**src/rtl/capseq_pkg.sv**
```systemverilog
// Shared types for the capture sequencer.
// Assumes nothing beyond IEEE 1800-2017 packages.
package capseq_pkg;
    typedef enum logic [2:0] {
        ST_IDLE,
        ST_SCAN,
        ST_FETCH,
        ST_LOAD,
        ST_DRAIN,
        ST_FLUSH,
        ST_DONE
    } seq_st_e;
endpackage

```
**src/rtl/capseq_bitpick.sv**
```systemverilog
// Lowest-set-bit picker: isolates the lowest 1 of a vector (x & -x),
// encodes its position and returns the vector with that bit cleared
// (x & (x-1)). Purely combinational; assumes W >= 2.
module capseq_bitpick #(
    parameter int W = 8,
    localparam int IW = $clog2(W)
) (
    input  logic [W-1:0]  vec_i,
    output logic          any_o,
    output logic [IW-1:0] idx_o,
    output logic [W-1:0]  rest_o
);
    logic [W-1:0] iso;

    // isolate lowest set bit and clear it
    always_comb begin
        iso    = vec_i & (~vec_i + W'(1));
        rest_o = vec_i & (vec_i - W'(1));
        any_o  = |vec_i;
    end

    // encode the one-hot position of the isolated bit
    always_comb begin
        idx_o = '0;
        for (int i = 0; i < W; i++) begin
            if (iso[i]) idx_o = idx_o | IW'(i);
        end
    end
endmodule

```
**src/rtl/capseq_vicsel.sv**
```systemverilog
// Victim selector: returns the square and present flag of list entry
// idx_i and flags the final entry. Assumes idx_i < NV.
module capseq_vicsel #(
    parameter int NV   = 16,
    parameter int SQ_W = 7,
    localparam int VIC_W = $clog2(NV)
) (
    input  logic [NV*SQ_W-1:0] sq_i,
    input  logic [NV-1:0]      vld_i,
    input  logic [VIC_W-1:0]   idx_i,
    output logic [SQ_W-1:0]    sq_o,
    output logic               vld_o,
    output logic               last_o
);
    // pick the indexed entry
    always_comb begin
        sq_o   = sq_i[idx_i*SQ_W +: SQ_W];
        vld_o  = vld_i[idx_i];
        last_o = (idx_i == VIC_W'(NV - 1));
    end
endmodule

```
**src/rtl/capseq_outreg.sv**
```systemverilog
// Single-entry output stage for a valid/ready stream. Accepts a new
// word whenever it is empty or its word leaves in the same cycle;
// holds the word steady under back-pressure. Assumes load_i is only
// raised when free_o is high.
module capseq_outreg #(
    parameter int DW = 16
) (
    input  logic          clk,
    input  logic          rst_n,
    input  logic          load_i,
    input  logic [DW-1:0] data_i,
    input  logic          ready_i,
    output logic          free_o,
    output logic          valid_o,
    output logic [DW-1:0] data_o
);
    // stage can take a word this cycle
    always_comb free_o = !valid_o || ready_i;

    // hold or replace the stored word
    always_ff @(posedge clk) begin
        if (!rst_n) begin
            valid_o <= 1'b0;
            data_o  <= '0;
        end else if (load_i) begin
            valid_o <= 1'b1;
            data_o  <= data_i;
        end else if (ready_i) begin
            valid_o <= 1'b0;
        end
    end
endmodule

```
**src/rtl/capture_seq.sv**
```systemverilog
// Capture sequencer top. Walks the victim list in index order, reads
// one attack-map word per present victim, drains the short-range byte
// then the line-moving byte one set bit per cycle, looks up each
// attacker and streams (victim, attacker) records, then pulses done.
// Assumes vic_* and the map are stable during a pass and that the map
// returns data in the cycle after a read request.
module capture_seq #(
    parameter int NV     = 16,
    parameter int SQ_W   = 7,
    parameter int BYTE_W = 8,
    parameter int PC_W   = 5,
    localparam int VIC_W = $clog2(NV),
    localparam int BIT_W = $clog2(BYTE_W),
    localparam int REC_W = VIC_W + 1 + BIT_W + PC_W
) (
    input  logic                 clk,
    input  logic                 rst_n,
    input  logic                 start_i,
    input  logic [NV*SQ_W-1:0]   vic_sq_i,
    input  logic [NV-1:0]        vic_vld_i,
    output logic                 map_rd_en_o,
    output logic [SQ_W-1:0]      map_rd_addr_o,
    input  logic [2*BYTE_W-1:0]  map_rd_data_i,
    output logic                 lut_req_o,
    output logic [SQ_W-1:0]      lut_sq_o,
    output logic                 lut_slider_o,
    output logic [BIT_W-1:0]     lut_bit_o,
    input  logic [PC_W-1:0]      lut_piece_i,
    output logic                 cap_valid_o,
    input  logic                 cap_ready_i,
    output logic [VIC_W-1:0]     cap_vic_o,
    output logic                 cap_slider_o,
    output logic [BIT_W-1:0]     cap_bit_o,
    output logic [PC_W-1:0]      cap_piece_o,
    output logic                 done_o
);
    import capseq_pkg::*;

    seq_st_e             st_q;
    logic [VIC_W-1:0]    idx_q;
    logic [SQ_W-1:0]     cur_sq;
    logic                cur_vld;
    logic                cur_last;

    // index 0 = short-range byte, index 1 = line-moving byte
    logic [BYTE_W-1:0]   pend_q [2];
    logic [BYTE_W-1:0]   pend_rest [2];
    logic [BIT_W-1:0]    pend_idx [2];
    logic                pend_any [2];

    logic                use_hi;
    logic                emit;
    logic                free;
    logic [REC_W-1:0]    rec_d;
    logic [REC_W-1:0]    rec_q;

    capseq_vicsel #(.NV(NV), .SQ_W(SQ_W)) u_vsel (
        .sq_i   (vic_sq_i),
        .vld_i  (vic_vld_i),
        .idx_i  (idx_q),
        .sq_o   (cur_sq),
        .vld_o  (cur_vld),
        .last_o (cur_last)
    );

    // one lowest-bit picker per attack byte
    for (genvar b = 0; b < 2; b++) begin : g_pick
        capseq_bitpick #(.W(BYTE_W)) u_pick (
            .vec_i  (pend_q[b]),
            .any_o  (pend_any[b]),
            .idx_o  (pend_idx[b]),
            .rest_o (pend_rest[b])
        );
    end

    // choose the byte to drain and whether a record leaves this cycle
    always_comb begin
        use_hi       = !pend_any[0];
        emit         = (st_q == ST_DRAIN) && (pend_any[0] || pend_any[1]) && free;
        lut_req_o    = emit;
        lut_sq_o     = cur_sq;
        lut_slider_o = use_hi;
        lut_bit_o    = use_hi ? pend_idx[1] : pend_idx[0];
        rec_d        = {idx_q, use_hi, lut_bit_o, lut_piece_i};
    end

    // map read request for the current victim
    always_comb begin
        map_rd_en_o   = (st_q == ST_FETCH);
        map_rd_addr_o = cur_sq;
        done_o        = (st_q == ST_DONE);
    end

    // pass control: victim walk, map load and bit drain
    always_ff @(posedge clk) begin
        if (!rst_n) begin
            st_q      <= ST_IDLE;
            idx_q     <= '0;
            pend_q[0] <= '0;
            pend_q[1] <= '0;
        end else begin
            case (st_q)
                ST_IDLE: begin
                    if (start_i) begin
                        idx_q <= '0;
                        st_q  <= ST_SCAN;
                    end
                end
                ST_SCAN: begin
                    if (cur_vld)       st_q <= ST_FETCH;
                    else if (cur_last) st_q <= ST_FLUSH;
                    else               idx_q <= idx_q + VIC_W'(1);
                end
                ST_FETCH: st_q <= ST_LOAD;
                ST_LOAD: begin
                    pend_q[0] <= map_rd_data_i[BYTE_W-1:0];
                    pend_q[1] <= map_rd_data_i[2*BYTE_W-1:BYTE_W];
                    st_q      <= ST_DRAIN;
                end
                ST_DRAIN: begin
                    if (!pend_any[0] && !pend_any[1]) begin
                        if (cur_last) begin
                            st_q <= ST_FLUSH;
                        end else begin
                            idx_q <= idx_q + VIC_W'(1);
                            st_q  <= ST_SCAN;
                        end
                    end else if (emit) begin
                        if (use_hi) pend_q[1] <= pend_rest[1];
                        else        pend_q[0] <= pend_rest[0];
                    end
                end
                ST_FLUSH: begin
                    if (!cap_valid_o) st_q <= ST_DONE;
                end
                default: st_q <= ST_IDLE;
            endcase
        end
    end

    capseq_outreg #(.DW(REC_W)) u_out (
        .clk     (clk),
        .rst_n   (rst_n),
        .load_i  (emit),
        .data_i  (rec_d),
        .ready_i (cap_ready_i),
        .free_o  (free),
        .valid_o (cap_valid_o),
        .data_o  (rec_q)
    );

    // unpack the stored record
    always_comb {cap_vic_o, cap_slider_o, cap_bit_o, cap_piece_o} = rec_q;
endmodule

```
**config.mk**
```make
export PLATFORM = sky130hd
export DESIGN_NAME = capture_seq
export DESIGN_NICKNAME = d
export VERILOG_FILES = /design/src/rtl/capseq_pkg.sv /design/src/rtl/capseq_bitpick.sv /design/src/rtl/capseq_vicsel.sv /design/src/rtl/capseq_outreg.sv /design/src/rtl/capture_seq.sv
export SDC_FILE = /design/constraint.sdc
export NUM_CORES = 1
export LEC_CHECK = 0
export BUFFER_PORTS_ARGS = -buffer_cell sky130_fd_sc_hd__clkbuf_2
export CAP_MARGIN = 20
export CORE_AREA = 2 2 91 93
export DETAILED_ROUTE_END_ITERATION = 10
export DIE_AREA = 0 0 93 95
export GPL_ROUTABILITY_DRIVEN = 0
export PLACE_DENSITY = 0.76
export SYNTH_ARGS = -nofsm -noshare
export SYNTH_HDL_FRONTEND = slang
export SYNTH_SLANG_ARGS = --single-unit
```
**constraint.sdc**
```tcl
create_clock -name clk -period 2.37 [get_ports clk]
set_input_delay 0.474 -clock clk [delete_from_list [all_inputs] [get_ports clk]]
set_output_delay 0.474 -clock clk [all_outputs]
set_load 0.05 [all_outputs]
```
# Yosys cells after proc, flatten, opt, wreduce, memory -nomap -nowiden
# Memory sizes are Yosys's and may differ from the RTL's.
# Index checks and enable logic that the tools add are counted.
[totals]
inputBits = 153
ff_bits = 21
output_inout_bits = 35
mem_bits_rw = 16
n_memories = 1
[classes]
n_eq_ne = 12
n_bitwise = 10
n_mux = 51
n_reduce_logical = 15
addsub = 5
order_cmp = 1
n_shift = 1
multipliers = 1
[mem_list]
columns = ["name", "depth", "width", "read_ports", "rd_clocked_by_memory_dff", "wr", "line", "text"]
rows = [
  ["pend_q", 2, 8, 2, 0, 2, "capture_seq.sv:46", "logic [BYTE_W-1:0] pend_q [2];"],
]
[op_table]
columns = ["op", "count"]
rows = [
  ["112-bit by 8-bit indexed part select with 7-bit output", 1],
  ["3-bit two-way mux", 15],
  ["8-bit AND", 4],
  ["8-bit two-way mux", 4],
  ["1-bit two-way mux", 21],
  ["3-bit one-hot mux with 6 select lines", 1],
  ["8-bit by 1-bit adder with 8-bit output, second input constant", 2],
  ["4-bit two-way mux", 4],
  ["8-bit NOT", 2],
  ["8-bit OR reduction", 2],
  ["8-bit by 1-bit subtractor with 8-bit output, second input constant", 2],
  ["4-bit one-hot mux with 3 select lines", 1],
  ["3-bit equality test, second input constant", 3],
  ["2-bit two-way mux", 4],
  ["4-bit AND reduction", 2],
  ["4-bit by 3-bit multiplier with 7-bit output, second input constant", 1],
  ["3-bit by 2-bit equality test with 1-bit output, second input constant", 2],
  ["2-bit inequality test, second input constant", 3],
  ["4-bit by 5-bit < comparator with 1-bit output, second input constant", 1],
  ["4-bit by 1-bit adder with 4-bit output, second input constant", 1],
  ["1-bit binary-select mux with 4-bit select", 1],
  ["4-bit equality test, second input constant", 1],
  ["1-bit bitwise OR", 4],
  ["3-bit by 1-bit equality test with 1-bit output, second input constant", 1],
  ["other kinds (8)", 13],
]

# Logic depth before layout (Yosys ltp)
# Gate-level depths: netlist of run 1.
# An unclocked memory read counts as a cell.
[depth]
word_depth = 12
depth_mapped = 9
depth_no_buf = 6

# Hierarchy
# A second synthesis of run 1 with hierarchy kept.
[hier_totals]
cells_unflattened = 292
area_unflattened_um2 = 3236.9
[modules_own_cells]
columns = ["module", "area_each_um2", "n_inst", "seq_area_each_um2", "cells_per_inst"]
rows = [
  ["capture_seq", 1278.7, 1, 620.6, 109],
  ["capseq_vicsel", 1113.6, 1, 0.0, 89],
  ["capseq_outreg", 544.3, 1, 280.3, 46],
  ["capseq_bitpick", 150.1, 2, 0.0, 24],
]

# Worst setup path after synthesis of run 1
# No wires, ideal clock.
[synth_path]
path_type = "register -> output"
start = "memory pend_q[1][0], in the netlist pend_q[0][8]"
end = "output port lut_bit_o[0]"
slack_ps = -479
t_required_ps = 1896
stages_incl_launch_ff = 5
n_path_buf = 0
t_arrival_ps = 2375
path_cell_list = "edfxtp_1 > nor4_2 > or2b_1 > o221a_1 > nor3_1"
[synth_rtl]
columns = ["item", "line", "text"]
rows = [
  ["start, declared", "capture_seq.sv:46", ""],
  ["end, declared", "capture_seq.sv:27", "output logic [BIT_W-1:0] lut_bit_o,"],
]

# Worst setup path in the final report of run 1
[layout_path]
start = "register idx_q[0]"
end = "output port map_rd_addr_o[2]"
[layout_via]
elab_chain_len = 2
[layout_lines]
columns = ["item", "line", "text"]
rows = [
  ["start, declared", "capture_seq.sv:40", "logic [VIC_W-1:0] idx_q;"],
  ["start signal, assigned", "capture_seq.sv:112", "else idx_q <= idx_q + VIC_W'(1);"],
  ["start signal, assigned", "capture_seq.sv:125", "idx_q <= idx_q + VIC_W'(1);"],
  ["4-bit by 3-bit multiplier with 7-bit output", "capseq_vicsel.sv:17", "sq_o = sq_i[idx_i*SQ_W +: SQ_W];"],
  ["112-bit by 8-bit indexed part select with 7-bit output", "capseq_vicsel.sv:17", ""],
  ["end, declared", "capture_seq.sv:22", "output logic [SQ_W-1:0] map_rd_addr_o,"],
]
# No other way between the ends.

==> impl_metrics.ini, run 1 <==
[run_status]
status = complete, but fails checks
failed_checks = negative setup slack

[drt]
drt-initial-drc-count = 204
drtPass1Iterations = 4
drt-vias-per-instance = 5.438
wl_um = 10330
drc = 0
ant_nets = 0
wire_per_inst_um = 17.54
vias = 3203

[cells_and_area]
final_nets = 637
area_growth_pct = 53.42
drive_gt1_frac = 0.6074
antennaDiodeCount = 0
fin_util = 0.5874
layout_commonest_cell = clkbuf_2
fin_cells = 589
layout_common_cells = clkbuf_2 (169), mux4_2 (37), buf_4 (34)

[synth]
syn-cell-area_sq_um = 3035
synth_flop_cell = dfxtp_1
synth_seq_area_share = 0.2968
syn_avg_cell_area_sq_um = 10.92
yosysUniqueCellTypes = 55
synth-edff-count = 16
synth_nets = 432
synthCells = 278
synth_warnings = 0
ys_ff_latch = 37
async_reset_ff_frac = 0

[setup_path]
setup.worst_path.end_class = output pin
critPathRequiredTime_ps = 1900
path_max_fanout = 7
crit_type = reg2out
arrival_ps = 2130
cp-start-kind = flop

[sta]
worstMarginPinSlew_ps = 612.5
slew_headroom = 0.5917
holdWs_ps = 401.3
post-route-min-period_ps = 2602
fmaxAchievable_mhz = 384.4
fin_crit_sh = 1.098
rsz0062_at_grt = yes
setup_viol = 18
slew_viol_final = 0
skew_ps = 2.834
fin_ws_ps = -231.5
hold_viol = 0

[floorplanning]
die_y_um = 95
start_util = 0.3829
core_sq_um = 7928
die_w_um = 93
ios = 188
rows = 33
die_area_sq_um = 8835

[place]
place_inst = 566
port_buffers = 187
dpl.hpwl_um = 8129

[clocking]
clk_latency_ps = 290
numCtsBuffers = 5
cts_sinks = 37
cts_max_path_buffers = 2
clockRootBuffer = clkbuf_8
htree_levels = 2
cts_tree = built
path_clk_slew_ps = 70

[power_and_ir_drop]
power.leakage_nw = 2.036
powerDensity_nw_per_um2 = 774.1
vdd_drop_max_uv = 508.0
finalPower_mw = 3.605

[global_routing]
gr-total-overflow = 0
met3_usage = 0.05507
grt_start_max_net_pins = 34
grt_use_total = 0.2298
grt_pass1_vias = 3235
top_usage_layer = met2
met1_usage = 0.3040
grt_pass1_wl_um = 15940
grtUsageMet2 = 0.3750
antenna_found_initial = 0

[hold_path]
hp-class = in2reg

[run]
max_cap_viol_count = 0
==> layout make-up <==
type,instances,area [sq um]
sequential,37,905.9
multi-input combinational,205,1991
tap,105,131.4
fill,668,3271
timing repair buffer,227,1486
clock buffer,7,86.33
clock inverter,1,30.03
inverter,7,26.28
==> synth_stat cells, types with 2 or more instances <==
| cell | n | area, sq um |
|---|---|---|
| buf_4 | 10 | 75.07 |
| buf_6 | 2 | 22.52 |
| mux2i_1 | 13 | 130.1 |
| nor3_1 | 5 | 25.02 |
| o211ai_1 | 2 | 15.01 |
| a21boi_1 | 7 | 52.55 |
| nor2_1 | 16 | 60.06 |
| nor4_2 | 4 | 50.05 |
| inv_2 | 2 | 7.510 |
| nand2b_1 | 2 | 12.51 |
| o2111ai_1 | 2 | 17.52 |
| nand3_1 | 8 | 40.04 |
| nand4_1 | 2 | 12.51 |
| o21a_1 | 2 | 15.01 |
| o21ai_0 | 11 | 55.05 |
| inv_1 | 4 | 15.01 |
| mux4_2 | 37 | 833.3 |
| o21ai_1 | 6 | 30.03 |
| or3_1 | 2 | 12.51 |
| edfxtp_1 | 16 | 480.5 |
| a21oi_1 | 5 | 25.02 |
| nand2_1 | 33 | 123.9 |
| clkbuf_1 | 9 | 33.78 |
| dfxtp_1 | 21 | 420.4 |
| and2_1 | 5 | 31.28 |
| buf_2 | 7 | 35.03 |
| and3_1 | 3 | 18.77 |
| a32o_1 | 7 | 70.07 |
| o2111ai_2 | 2 | 30.03 |
| nand3b_1 | 3 | 22.52 |
| nor2b_1 | 6 | 37.54 |
==> kinds of logic after synthesis <==
logic type,share of synthesized area
DFF,0.2968
buffers and inverters,0.06471
muxes,0.3223
AOI/OAI and AO/OA,0.1331
xor gates and xnor gates,0.002886
and+or+nand+nor,0.1760
adders and majority gates,0.004121
==> power breakdown <==
part	switching (mW)	internal [mW]	total [mW]	leakage, nW
clock network	0.229	0.343	0.572	0.0585
logic	1.11	1.07	2.18	1.64
registers	0.0887	0.760	0.848	0.338
==> worst paths after layout <==
kind	startpoint	endpoint	slack, ps	depth (start not counted)
worst max register to register	pend_q[0][8]	idx_q[2]	150	9
worst max-delay path	idx_q[0]	map_rd_addr_o[2]	-230	4
worst min register to register	u_out.data_o[4]	u_out.data_o[4]	460	2
worst min-delay path	lut_piece_i[4]	u_out.data_o[4]	400	3
==> state kept, by name, indices dropped and copies added, names as in the netlist <==
name / flops
pend_q: 16
u_out.data_o: 13
idx_q: 4
st_q: 3
u_out.valid_o: 1
==> stage by stage <==
stage          setup WS, ps  TNS [ps]  instance area [sq um]
6_report             -231.5     -3410                   4657
5_1_grt              -298.7     -4390                   4657
4_1_cts              -222.6     -3082                   4453
3_5_place_dp          37.96         0                   4180
3_3_place_gp          69.86         0                   4180
2_1_floorplan        -87.63    -622.6                   3120
==> timing repair <==
action / 4_1_cts / 5_1_grt
setup endpoints to repair: 18 / 18
gates resized for setup: 33 / 29
hold buffers: 0 / 0
setup buffers: 2 / 11
pin swaps: 2 / 2
cloned: 0 / 2
==> worst max-delay path: stages (launching register included) <==
cell,delay [ps]
dfxtp_4,440
buf_12,150
mux4_2,510
mux4_2,550
buf_8,180
==> per-layer routing <==
layer,vias up,wire [um]
li1,1493,-
met1,1522,4285
met2,165,4975
met3,23,895
met4,0,175
met5,-,0
Power figures use the tool's default switching activity.
==> run 2, diff against run 1 <==
--- a/config.mk
+++ b/config.mk
@@ -5,13 +5,13 @@
 export SDC_FILE = /design/constraint.sdc
 export NUM_CORES = 1
 export LEC_CHECK = 0
-export BUFFER_PORTS_ARGS = -buffer_cell sky130_fd_sc_hd__clkbuf_2
 export CAP_MARGIN = 20
-export CORE_AREA = 2 2 91 93
+export CORE_AREA = 2 2 76 78
 export DETAILED_ROUTE_END_ITERATION = 10
-export DIE_AREA = 0 0 93 95
+export DIE_AREA = 0 0 78 80
+export DONT_BUFFER_PORTS = 1
 export GPL_ROUTABILITY_DRIVEN = 0
-export PLACE_DENSITY = 0.76
+export PLACE_DENSITY = 0.74
 export SYNTH_ARGS = -nofsm -noshare
 export SYNTH_HDL_FRONTEND = slang
 export SYNTH_SLANG_ARGS = --single-unit
==> impl_metrics.ini, run 2 (same netlist as run 1, synthesis figures left out) <==
[setup_path]
r2r_start = idx_q[1]
critPathRequiredTime_ps = 1900
setup.worst_path.end_class = output pin
cp-start-kind = flop
r2r_slack_ps = 250
path_max_fanout = 4
crit_type = reg2out
reg2regPathDepth = 7
worst_r2r_endpoint = idx_q[1]
arrival_ps = 2090
critPathLaunch = idx_q[0]

[place]
dpl.hpwl_um = 7223
place_inst = 354
port_buffers = 0
dp_slack_ps = 120.6

[clocking]
path_clk_slew_ps = 70
cts_sinks = 37
cts_max_path_buffers = 2
clockRootBuffer = clkbuf_8
cts_tree = built
clk_latency_ps = 300
holdBufCountCts = 0
numCtsBuffers = 5
htree_levels = 2

[cells_and_area]
largest_reg_flops = 16
fin_util = 0.6731
seq_area_sq_um = 905.9
fill_cells = 417
layout_commonest_cell = mux4_2
final_nets = 452
largest_register = pend_q
multi_input_area_sq_um = 2001
area_growth_pct = 19.87
fin_cells = 373
drive_gt1_frac = 0.3679
layout_common_cells = mux4_2 (37), nand2_1 (33), buf_4 (24)
reg_top3 = pend_q (16), u_out.data_o (13), idx_q (4)

[global_routing]
antenna_found_initial = 1
grt_use_total = 0.2955
grt_start_max_net_pins = 36
gr-total-overflow = 0
grt_pass1_vias = 2527
grt_pass1_wl_um = 13930

[hold_path]
hp-start = rst_n
hold_path_depth = 1
whs_endpoint = u_out.data_o[5]
hp-class = in2reg

[drt]
drt-initial-drc-count = 121
ant_nets = 0
drt-vias-per-instance = 6.708
wl_um = 9306
drtPass1Iterations = 5
vias = 2502
drc = 0
wire_per_inst_um = 24.95

[sta]
fin_crit_sh = 1.084
rsz0062_at_grt = yes
hold_viol = 0
fmaxAchievable_mhz = 389.3
worstMarginPinSlew_ps = 574.4
skew_ps = 8.185
holdWs_ps = 303.1
post-route-min-period_ps = 2569
slew_headroom = 0.6171
fin_ws_ps = -198.6
slew_viol_final = 0
setup_viol = 16

[run_status]
status = complete, but fails checks
failed_checks = negative setup slack

[floorplanning]
start_util = 0.5616
die_y_um = 80
rows = 27
core_sq_um = 5405
die_area_sq_um = 6240
ios = 188
die_w_um = 78

[power_and_ir_drop]
finalPower_mw = 3.262
power.leakage_nw = 1.242
vdd_drop_max_uv = 595.0
powerDensity_nw_per_um2 = 896.6

[run]
max_cap_viol_count = 0
## run 2: cell type report
| class | instances | share of cell area |
|---|---|---|
| Antenna cell | 2 | 0.001376 |
| Clock buffer | 7 | 0.02648 |
| Clock inverter | 1 | 0.002407 |
| Inverter | 7 | 0.007909 |
| Multi-Input combinational cell | 205 | 0.5499 |
| Sequential cell | 37 | 0.2490 |
| Tap cell | 72 | 0.02476 |
| Timing Repair Buffer | 42 | 0.1382 |
## run 2: per-layer routing
layer,share of wire,routed length (um),vias up,track usage
met3,0.082,759,21,0.07240
met5,0,0,-,0
met2,0.54,5012,121,0.5233
met4,0.027,250,0,0.1070
met1,0.35,3284,1230,0.3497
li1,-,-,1130,-
## run 2: timing repair
action | 4_1_cts | 5_1_grt
pin swaps | 3 | 1
gates resized for setup | 10 | 8
cloned | 2 | 0
endpoints found under the setup margin | 16 | 18
setup buffers | 4 | 3
## run 2: where the power goes
| part | switching, mW | internal [mW] |
|---|---|---|
| sequential | 0.153 | 0.760 |
| clock | 0.233 | 0.268 |
| combinational | 0.966 | 0.882 |
## run 2: through the flow
step / setup TNS, ps / instance area, sq um
2_1_floorplan: -622.6 / 3120
3_3_place_gp: 0 / 3341
3_5_place_dp: 0 / 3341
4_1_cts: -2823 / 3577
5_1_grt: -3529 / 3636
6_report: -2735 / 3638
## run 2: critical path, stage by stage, from the launching register on
cell and delay, ps:
dfxtp_4 420, buf_6 130, buf_16 100, mux4_2 480
mux4_2 490, buf_12 190
## run 2: worst max path at each step
stage	cells after the start	slack, ps	to
after detailed placement	4	120	lut_sq_o[5]
final	5	-200	lut_sq_o[5]
after floorplan	5	-90	map_rd_addr_o[0]
after global placement	4	140	map_rd_addr_o[6]
after global routing	4	-250	lut_sq_o[2]
after CTS	4	-210	lut_sq_o[5]
==> run 3, diff against run 2 <==
--- a/config.mk
+++ b/config.mk
@@ -6,12 +6,13 @@
 export NUM_CORES = 1
 export LEC_CHECK = 0
 export CAP_MARGIN = 20
-export CORE_AREA = 2 2 76 78
+export CORE_AREA = 2 2 58 101
 export DETAILED_ROUTE_END_ITERATION = 10
-export DIE_AREA = 0 0 78 80
+export DIE_AREA = 0 0 60 103
 export DONT_BUFFER_PORTS = 1
 export GPL_ROUTABILITY_DRIVEN = 0
-export PLACE_DENSITY = 0.74
+export PLACE_DENSITY = 0.75
+export REMOVE_ABC_BUFFERS = 1
 export SYNTH_ARGS = -nofsm -noshare
 export SYNTH_HDL_FRONTEND = slang
 export SYNTH_SLANG_ARGS = --single-unit
==> constraint.sdc (replaced) <==
create_clock -name clk -period 2.15 [get_ports clk]
set_input_delay 0.43 -clock clk [delete_from_list [all_inputs] [get_ports clk]]
set_output_delay 0.43 -clock clk [all_outputs]
set_load 0.05 [all_outputs]
==> impl_metrics.ini, run 3 (same netlist as run 1, synthesis figures left out) <==
[run_status]
status = complete, but fails checks
failed_checks = negative setup slack

[setup_path]
max_stage_delay_ps = 530
critPathRequiredTime_ps = 1720
crit_buf_inv = 2
setup.worst_path.end_class = output pin
crit_slowest_cell = mux4_2
arrival_ps = 2080
path_max_fanout = 13
crit_type = reg2out
cp-start-kind = flop
path_cells = buf_12 -> mux4_2 -> mux4_2 -> buf_12
cp_top_family = multiplexers

[global_routing]
grt_pass1_vias = 2580
grt_start_max_net_pins = 29
gr-total-overflow = 0
antenna_found_initial = 7
grt_pass1_wl_um = 13070
grt_use_total = 0.2919

[cells_and_area]
fill_cells = 391
drive_gt1_frac = 0.3923
largest_register = pend_q
area_growth_pct = 22.51
reg_top3 = pend_q (16), u_out.data_o (13), idx_q (4)
largest_reg_flops = 16
layout_common_cells = mux4_2 (37), buf_4 (37), nand2_1 (33)
final_nets = 464
multi_input_area_sq_um = 1997
seq_area_sq_um = 908.4

[drt]
wire_per_inst_um = 23.38
ant_nets = 0
vias = 2597
drc = 0
drtPass1Iterations = 4
wl_um = 9164
drt-vias-per-instance = 6.625
drt-initial-drc-count = 163

[power_and_ir_drop]
switching_share = 0.4254
power.leakage_nw = 1.287
p_sw_mw = 1.498
p_int_mw = 2.024
p_comb_frac = 0.580
vdd_drop_max_uv = 667.2
clkPwrFrac = 0.139
finalPower_mw = 3.522
powerDensity_nw_per_um2 = 947.2
pwr-share-seq = 0.281

[floorplanning]
die_y_um = 103
start_util = 0.5569
die_area_sq_um = 6180
ios = 188
die_w_um = 60
core_sq_um = 5450
rows = 36

[sta]
worstMarginPinSlew_ps = 532.8
rsz0062_at_grt = yes
skew_ps = 8.603
fin_ws_ps = -359.1
slew_viol_final = 0
post-route-min-period_ps = 2509
slew_headroom = 0.6443
fin_tns_setup_ps = -5694
fin_crit_sh = 1.167
hold_viol = 0
setup_viol = 18
fmaxAchievable_mhz = 398.5

[run]
max_cap_viol_count = 0

[place]
port_buffers = 0
dpl.hpwl_um = 7271

[clocking]
numCtsBuffers = 5
cts_max_path_buffers = 2
path_clk_slew_ps = 80
cts_tree = built
clk_latency_ps = 300
clockRootBuffer = clkbuf_8
cts_sinks = 37
holdBufCountCts = 0
htree_levels = 2

[hold_path]
hp-class = in2reg
[run 3: routing by layer]
layer	track usage	vias up	share of wire	wire length [um]
met5	0	-	0.0026	24
met4	0.09060	4	0.016	150
met3	0.09285	18	0.082	753
met2	0.5376	155	0.57	5193
met1	0.3045	1267	0.33	3041
li1	-	1153	-	-
[run 3: power groups by stage]
stage          clock network (mW)  registers, mW  logic [mW]
2_1_floorplan                   0           1.13        1.20
3_3_place_gp                    0          0.991        1.93
3_5_place_dp                    0          0.998        1.97
4_1_cts                     0.500          0.983        2.01
5_1_grt                     0.530           1.00        2.16
6_report                    0.491          0.989        2.04
[run 3: repair_timing]
action	in CTS	in global routing
buffers inserted	4	2
pin swaps	5	2
endpoints found under the setup margin	18	21
cloned	0	1
gates resized for setup	10	5
[run 3: layout make-up]
type / instances / share of cell area
multi-input combinational: 205 / 0.5370
sequential: 37 / 0.2443
timing repair buffer: 54 / 0.1581
tap: 76 / 0.02557
clock buffer: 5 / 0.01851
inverter: 7 / 0.008412
clock inverter: 3 / 0.004711
antenna: 5 / 0.003365
[run 3: metrics by stage]
| step | cells | instance area, sq um | hold WS, ps | util | setup WS, ps |
|---|---|---|---|---|---|
| after detailed placement | 373 | 3466 | 508.4 | 0.6359 | -87.13 |
| after global placement | 373 | 3466 | 495.9 | 0.6359 | -35.46 |
| after global routing | 390 | 3714 | 253.1 | 0.6814 | -420.7 |
| after floorplan | 249 | 2865 | 522.0 | - | -1136 |
| final | 392 | 3719 | 251.1 | 0.6823 | -359.1 |
| after CTS | 385 | 3631 | 243.3 | 0.6662 | -360.1 |
[run 3: path summary, 6_finish.rpt]
kind | start | to | slack (ps) | cells after the start
worst max-delay path | idx_q[0] | lut_sq_o[6] | -360 | 4
worst min-delay path | rst_n | st_q[1] | 250 | 2
worst max register to register | pend_q[0][11] | idx_q[0] | 50 | 9
worst min register to register | st_q[0] | st_q[0] | 620 | 2
